--- config.mk ---
export PLATFORM = sky130hd
export DESIGN_NAME = sdpwm_top
export DESIGN_NICKNAME = d
export VERILOG_FILES = /design/src/rtl/sdpwm_pkg.sv /design/src/rtl/sdpwm_ctrl.sv /design/src/rtl/sdpwm_accum.sv /design/src/rtl/sdpwm_dp.sv /design/src/rtl/sdpwm_top.sv
export SDC_FILE = /design/constraint.sdc
export NUM_CORES = 1
export LEC_CHECK = 0
export BUFFER_PORTS_ARGS = -buffer_cell sky130_fd_sc_hd__buf_2
export CAP_MARGIN = 0
export CORE_ASPECT_RATIO = 1.75
export CORE_MARGIN = 5
export CORE_UTILIZATION = 35
export CTS_CLUSTER_DIAMETER = 30
export DETAILED_ROUTE_END_ITERATION = 12
export PLACE_DENSITY_LB_ADDON = 0.2
export SYNTH_ARGS = -nofsm -noshare
export SYNTH_HDL_FRONTEND = slang
export SYNTH_SLANG_ARGS = --single-unit
--- constraint.sdc ---
create_clock -name clk -period 10.5 [get_ports clk]
set_input_delay 2.1 -clock clk [delete_from_list [all_inputs] [get_ports clk]]
set_output_delay 2.1 -clock clk [all_outputs]
set_load 0.005 [all_outputs]
--- src/rtl/sdpwm_pkg.sv ---
package sdpwm_pkg;

  // Strobes from the frame control to the datapath
  typedef struct packed {
    logic frameLoad;   // last cycle of frame: sample inputs, step accumulator
    logic frameLast;   // same instant, used by datapath to latch duty
  } sdpwmCtrl_t;

endpackage

--- src/rtl/sdpwm_ctrl.sv ---
module sdpwm_ctrl
  import sdpwm_pkg::*;
#(
  parameter int CNT_W = 8
) (
  input  logic             clk,
  input  logic             rst,
  output logic [CNT_W-1:0] frameCnt,
  output sdpwmCtrl_t       ctrlBus,
  output logic             frameStrobe
);

  localparam logic [CNT_W-1:0] CNT_MAX = '1;

  logic atEnd;

  assign atEnd = (frameCnt == CNT_MAX);

  always_comb begin
    ctrlBus.frameLoad = atEnd;
    ctrlBus.frameLast = atEnd;
  end

  always_ff @(posedge clk) begin
    if (rst) begin
      frameCnt    <= '0;
      frameStrobe <= 1'b0;
    end else begin
      frameCnt    <= frameCnt + 1'b1;
      frameStrobe <= atEnd;
    end
  end

endmodule

--- src/rtl/sdpwm_accum.sv ---
module sdpwm_accum #(
  parameter int FRAC_W = 16,
  parameter int RES_W  = 4
) (
  input  logic              clk,
  input  logic              rst,
  input  logic              stepEn,
  input  logic [FRAC_W-1:0] fracIn,
  input  logic [RES_W-1:0]  resLimit,
  output logic              carryOut
);

  logic [FRAC_W-1:0] fracMask;
  logic [FRAC_W-1:0] fracKept;
  logic [FRAC_W-1:0] errAcc;
  logic [FRAC_W-1:0] errNext;

  // Bits below resLimit are cleared; the rest pass unchanged
  always_comb begin
    int lim;
    lim = int'(resLimit);
    for (int i = 0; i < FRAC_W; i++) begin
      fracMask[i] = (i >= lim);
    end
  end

  assign fracKept = fracIn & fracMask;
  assign {carryOut, errNext} = {1'b0, errAcc} + {1'b0, fracKept};

  always_ff @(posedge clk) begin
    if (rst) begin
      errAcc <= '0;
    end else if (stepEn) begin
      errAcc <= errNext;
    end
  end

endmodule

--- src/rtl/sdpwm_dp.sv ---
module sdpwm_dp
  import sdpwm_pkg::*;
#(
  parameter int DUTY_W = 8
) (
  input  logic              clk,
  input  logic              rst,
  input  sdpwmCtrl_t        ctrlBus,
  input  logic [DUTY_W-1:0] frameCnt,
  input  logic [DUTY_W-1:0] baseDuty,
  input  logic              bumpIn,
  output logic [DUTY_W-1:0] dutyReg,
  output logic              dutyFull,
  output logic              pwmOut
);

  logic [DUTY_W:0] dutySum;

  // One extra bit catches 0xFF + 1, which means high for the whole frame
  assign dutySum = {1'b0, baseDuty} + {{DUTY_W{1'b0}}, bumpIn};

  always_ff @(posedge clk) begin
    if (rst) begin
      dutyReg  <= '0;
      dutyFull <= 1'b0;
    end else if (ctrlBus.frameLast) begin
      dutyReg  <= dutySum[DUTY_W-1:0];
      dutyFull <= dutySum[DUTY_W];
    end
  end

  assign pwmOut = dutyFull | (frameCnt < dutyReg);

endmodule

--- src/rtl/sdpwm_top.sv ---
module sdpwm_top
  import sdpwm_pkg::*;
#(
  parameter int DUTY_W = 8,
  parameter int FRAC_W = 16,
  parameter int RES_W  = 4,
  localparam int SP_W  = DUTY_W + FRAC_W
) (
  input  logic             clk,
  input  logic             rst,
  input  logic [SP_W-1:0]  setpoint,
  input  logic [RES_W-1:0] resLimit,
  output logic             pwmOut,
  output logic             frameStrobe
);

  logic [DUTY_W-1:0] frameCnt;
  sdpwmCtrl_t        ctrlBus;
  logic              bump;
  logic [DUTY_W-1:0] dutyReg;
  logic              dutyFull;

  sdpwm_ctrl #(.CNT_W(DUTY_W)) u_ctrl (
    .clk        (clk),
    .rst        (rst),
    .frameCnt   (frameCnt),
    .ctrlBus    (ctrlBus),
    .frameStrobe(frameStrobe)
  );

  sdpwm_accum #(.FRAC_W(FRAC_W), .RES_W(RES_W)) u_accum (
    .clk     (clk),
    .rst     (rst),
    .stepEn  (ctrlBus.frameLoad),
    .fracIn  (setpoint[FRAC_W-1:0]),
    .resLimit(resLimit),
    .carryOut(bump)
  );

  sdpwm_dp #(.DUTY_W(DUTY_W)) u_dp (
    .clk     (clk),
    .rst     (rst),
    .ctrlBus (ctrlBus),
    .frameCnt(frameCnt),
    .baseDuty(setpoint[SP_W-1:FRAC_W]),
    .bumpIn  (bump),
    .dutyReg (dutyReg),
    .dutyFull(dutyFull),
    .pwmOut  (pwmOut)
  );

endmodule

-- Yosys cells after proc, flatten, opt, wreduce, memory -nomap -nowiden
Cells that the tools add are included.
- flip-flop bits (word level): 34
- output and inout bits: 2
- word-level logic and storage cells: 27
- equal/unequal tests: 1
- order comparisons: 16
- bitwise gates (word level): 2
- $add $sub $neg: 3
- operator list (operator ; number):
    greater-or-equal comparator 4 bit (first input constant) ; 7
    adder 16 x 16 -> 17 bit ; 1
    AND 16 bit ; 1
    greater-or-equal comparator 3 x 4 -> 1 bit (first input constant) ; 4
    adder 8 x 1 -> 9 bit ; 1
    adder 8 x 1 -> 8 bit (second input constant) ; 1
    equality test 8 bit (second input constant) ; 1
    greater-or-equal comparator 1 x 4 -> 1 bit (first input constant) ; 2
    greater-or-equal comparator 2 x 4 -> 1 bit (first input constant) ; 2
    < comparator 8 bit ; 1
    bitwise OR 1 bit ; 1

-- Logic depth before layout (Yosys ltp)
- word-level depth: 4
- mapped depth: 17
- gate-level depth less buffers: 15

-- Modules after synthesis
From an unflattened synthesis, not the netlist that was laid out.
- cell total of the unflattened synthesis: 309
- area total of the unflattened synthesis: 2521.2 µm²
- by module, submodules not included (module ; sequential area each (µm²) ; times used ; area each (µm²) ; cells an instance):
    sdpwm_accum ; 320.3 ; 1 ; 1555.2 ; 198
    sdpwm_dp ; 180.2 ; 1 ; 603.1 ; 72
    sdpwm_ctrl ; 180.2 ; 1 ; 362.8 ; 39

-- Worst setup path before layout
Ideal clock, no wire load.
- path kind: input -> register
- start: input port resLimit[2]
- end: register u_dp.dutyReg[6]
- setup slack: 5.403 ns
- data required time: 10.414 ns
- arrival: 5.011 ns
- stages: 16
- library setup time: 0.086 ns
- path through: clkbuf_1 nor2_1 and3_1 ha_1 fa_1 a211oi_2 o211ai_1 a211o_1 a21oi_1 o21ai_0 ha_1 ha_1 nand3_1 nor2_1 xnor2_1 a211oi_1
- cells in the longest elaborated chain, start to end: 4
- elaborated cells between the ends (all ways): 18
- those cells by class: add/sub: 2; order compare: 15; bitwise: 1
- RTL lines (element ; RTL line ; source):
    start: declaration ; sdpwm_top.sv:12 ; input logic [RES_W-1:0] resLimit,
    greater-or-equal comparator 1 x 4 -> 1 bit, or another cell as far along ; sdpwm_accum.sv:23 ; fracMask[i] = (i >= lim);
    AND 16 bit (*) ; sdpwm_accum.sv:27 ; assign fracKept = fracIn & fracMask;
    adder 16 x 16 -> 17 bit (*) ; sdpwm_accum.sv:28 ; assign {carryOut, errNext} = {1'b0, errAcc} + {1'b0, fracKept};
    adder 8 x 1 -> 9 bit (*) ; sdpwm_dp.sv:20 ; assign dutySum = {1'b0, baseDuty} + {{DUTY_W{1'b0}}, bumpIn};
    end signal: assignment ; sdpwm_dp.sv:27 ; dutyReg <= dutySum[DUTY_W-1:0];
    end: declaration ; sdpwm_dp.sv:12 ; output logic [DUTY_W-1:0] dutyReg,
Every way passes the cells marked *; elsewhere a longest branch is shown, timed or not.
A chain may end at the register's enable or synchronous reset.

-- Worst setup path in the final report
- start: input port resLimit[3]
- end: register u_dp.dutyReg[6]
Same word-level chain as after synthesis.

==> impl_metrics.py <==
metrics = {
    "floorplanning": {
        "rows": 40,
        "dieHeight_um": 121,
        "dieArea_mm2": 0.00883,
        "boundaryPins": 32,
        "floorplan_core_area_mm2": 0.00686,
        "floorplan.die.width_um": 73.2,
        "effective_utilization_at_floorplan_pct": 35.7,
    },
    "synth": {
        "synthesis.instances": 300,
        "synth_edf_count": 0,
        "postSynthRegisterBits": 34,
        "asyncSetResetFlopFracSynth_pct": 0,
        "post-synth-top-count-cell": "sky130_fd_sc_hd__dfxtp_1",
        "syn-mean-instance-area_um2": 8.15,
        "synth_cell_type_count": 49,
        "synth_area_mm2": 0.00245,
        "warnings_from_yosys": 0,
        "synthTopCellsByArea": "sky130_fd_sc_hd__dfxtp_1 28%, sky130_fd_sc_hd__ha_1 13%, sky130_fd_sc_hd__a21oi_1 5.7%",
        "synth_top_cell_by_area": "sky130_fd_sc_hd__dfxtp_1",
        "yosysTopAreaCellShare_pct": 27.8,
        "synth.top_cells.by_count": "34 x sky130_fd_sc_hd__dfxtp_1, 31 x sky130_fd_sc_hd__nand2_1, 28 x sky130_fd_sc_hd__a21oi_1, 26 x sky130_fd_sc_hd__ha_1, 21 x sky130_fd_sc_hd__nor2_1",
        "synthesis.nets": 357,
        "ys_seq_area_share_pct": 27.8,
        "synth_top_flop_cell": "sky130_fd_sc_hd__dfxtp_1",
    },
    "drt": {
        "drt_iter0_markers": 117,
        "drt.antenna.violating_nets": 0,
        "drt_wl_total_um": 6160,
        "dr.pass1.iters": 4,
        "wl_per_cell_um": 15.0,
        "total_number_of_vias": 2182,
        "routed_via_density": 5.32,
        "drc_errors": 0,
    },
    "finish": {
        "synth_to_layout_area_growth_pct": 14.7,
        "final_nets": 382,
        "layout_cell_share_with_drive_strength_beyond_1_pct": 15.0,
        "num_antenna_cells": 0,
        "fin_util_pct": 40.9,
    },
    "outcome": {
        "run_status": "finished, final reports clean",
    },
    "run": {
        "drv_cap": 0,
    },
    "clocking": {
        "cts_made_buffers": 5,
        "cts.repair.resized": 0,
        "cts-root-to-sink-buffers": 2,
        "clk_pin_slew_worst_paths_ps": 60,
        "cts_root_buf": "sky130_fd_sc_hd__clkbuf_16",
        "clock_latency_ps": 280,
        "clock_tree_from_tritoncts": "done",
        "cts_setup_buffers": 0,
        "cts_hold_buffers": 0,
        "cts.htree.levels": 2,
        "clock_sink_count": 34,
    },
    "power_and_ir_drop": {
        "power_density_mw_per_mm2": 112,
        "power_leakage_nw": 1.21,
        "ir_worst_vdd_mv": 0.0788,
    },
    "sta": {
        "final_cycle_share_pct": 48.3,
        "maxSlewHeadroom_pct": 30.8,
        "period_minus_slack_ps": 5070,
        "grt_setup_unrepaired": "false",
        "timing.final.setup_violations": 0,
        "final_hold_vios": 0,
        "worst_slack_ps": 5430,
        "final.setup_skew_ps": 5.21,
        "final_max_slew_viol_count": 0,
        "tightest_slew_ps": 1040,
        "max_freq_ghz": 0.197,
        "tns_ps": 0,
    },
    "critical_path": {
        "critPathRequiredTime_ps": 10690,
        "setup.worst_path.start_class": "primary input",
        "cp-end-kind": "register",
        "critPathMaxFanout": 11,
        "critPathKind": "primary input to register",
        "cp_data_arrival_time_ps": 5260,
        "setup.reg_to_reg.worst_slack_ps": 7340,
    },
    "placement": {
        "routabilityCongestion": 0.779,
        "portBuffers": 31,
        "hpwlAfterDp_um": 4760,
        "pre_cts_slack_ps": 5110,
    },
    "global_routing": {
        "grt_start_max_net_pins": 41,
        "vias_in_the_first_global_route": 2213,
        "antenna_found_initial": 0,
        "globalRouteTotalUtil_pct": 14.8,
        "global_route_wire_length_before_repair_um": 10100,
        "grt_remaining_overflow": 0,
    },
    "min_path": {
        "min-delay-path-class": "register to register",
    },
}
[per-layer routing]
layer  track usage [%]  up-vias  wire, µm
met4              5.77        0       162
li1                  -     1125         -
met3              2.25       10       214
met5                 0        -         0
met2              29.2       33      3500
met1              14.5     1014      2280
[state kept, by name, summed over array words and instances (netlist names)]
register,cells
u_dp.dutyReg,8
u_dp.dutyFull,1
u_ctrl.frameStrobe,1
u_accum.errAcc,16
u_ctrl.frameCnt,8
[cells in the final DEF (no fill, tap or decap), types with 3 or more instances in the layout]
master                      synthesis  final
sky130_fd_sc_hd__and3_1             3      3
sky130_fd_sc_hd__nor3b_1            3      3
sky130_fd_sc_hd__nor2_1            21     21
sky130_fd_sc_hd__nand2_1           31     31
sky130_fd_sc_hd__a21oi_1           28     28
sky130_fd_sc_hd__a211o_1            4      4
sky130_fd_sc_hd__xnor2_1            8      8
sky130_fd_sc_hd__nand3_1           14     14
sky130_fd_sc_hd__nand4_1            3      3
sky130_fd_sc_hd__clkbuf_16          0      5
sky130_fd_sc_hd__and2_1             5      5
sky130_fd_sc_hd__dfxtp_1           34     34
sky130_fd_sc_hd__a21boi_0           3      3
sky130_fd_sc_hd__buf_2              5     31
sky130_fd_sc_hd__o21ai_0           14     14
sky130_fd_sc_hd__inv_1             14     14
sky130_fd_sc_hd__nand3b_1           7      7
sky130_fd_sc_hd__a21o_1             5      5
sky130_fd_sc_hd__ha_1              26     26
sky130_fd_sc_hd__xor2_1            11     11
sky130_fd_sc_hd__or3_1              5      5
sky130_fd_sc_hd__a211oi_1          12     12
[report_power, final]
group          total [mW]  internal (mW)  leakage, nW  switching (mW)
Sequential          0.131          0.130        0.274         0.00112
Clock               0.151         0.0939       0.0729          0.0574
Combinational      0.0318         0.0142        0.858          0.0177
[logic make-up after synthesis]
| group | synth area share (%) |
|---|---|
| and+or+nand+nor | 21.1 |
| AOI/OAI and AO/OA | 25.6 |
| buffers and inverters | 4.55 |
| adders and majority gates | 14.1 |
| xor gates and xnor gates | 6.80 |
| DFF | 27.8 |
[worst max-delay path, cell delays in order]
cell                       delay (ps)
sky130_fd_sc_hd__buf_2            170
sky130_fd_sc_hd__nor2_1            90
sky130_fd_sc_hd__and3_1           170
sky130_fd_sc_hd__ha_1             220
sky130_fd_sc_hd__fa_1             450
sky130_fd_sc_hd__a211oi_2         240
sky130_fd_sc_hd__o211ai_1         160
sky130_fd_sc_hd__a211o_1          300
sky130_fd_sc_hd__a21oi_1          240
sky130_fd_sc_hd__o21ai_0          140
sky130_fd_sc_hd__ha_1             220
sky130_fd_sc_hd__ha_1             210
sky130_fd_sc_hd__nand3_1          130
sky130_fd_sc_hd__nor2_1            80
sky130_fd_sc_hd__xnor2_1          120
sky130_fd_sc_hd__a211oi_1         210
[metrics by stage]
| step | area [µm²] | instances | power [mW] | hold WS (ps) |
|---|---|---|---|---|
| final | 2810 | 410 | 0.314 | 453 |
| after global placement | 2660 | 402 | 0.166 | 444 |
| after global routing | 2810 | 410 | 0.326 | 477 |
| after detailed placement | 2660 | 402 | 0.166 | 447 |
| after floorplan | 2450 | 300 | 0.154 | 426 |
| after CTS | 2810 | 410 | 0.319 | 454 |
[layout make-up]
class / instances / area, µm²
clock buffers: 6 / 139
well taps: 84 / 105
fillers: 721 / 4050
repair buffers: 32 / 163
clock inverters: 2 / 12.5
multi-input cells: 238 / 1650
flip-flops and latches: 34 / 681
inverters: 14 / 52.6
[final timing paths]
| path | from | end | cells past startpoint |
|---|---|---|---|
| setup / recovery | resLimit[3] | u_dp.dutyReg[6] | 16 |
| hold / removal | u_dp.dutyReg[1] | u_dp.dutyReg[1] | 2 |
| setup reg to reg | u_accum.errAcc[0] | u_dp.dutyReg[6] | 13 |
| hold reg to reg | u_dp.dutyReg[1] | u_dp.dutyReg[1] | 2 |
Power figures use the tool's default switching activity.
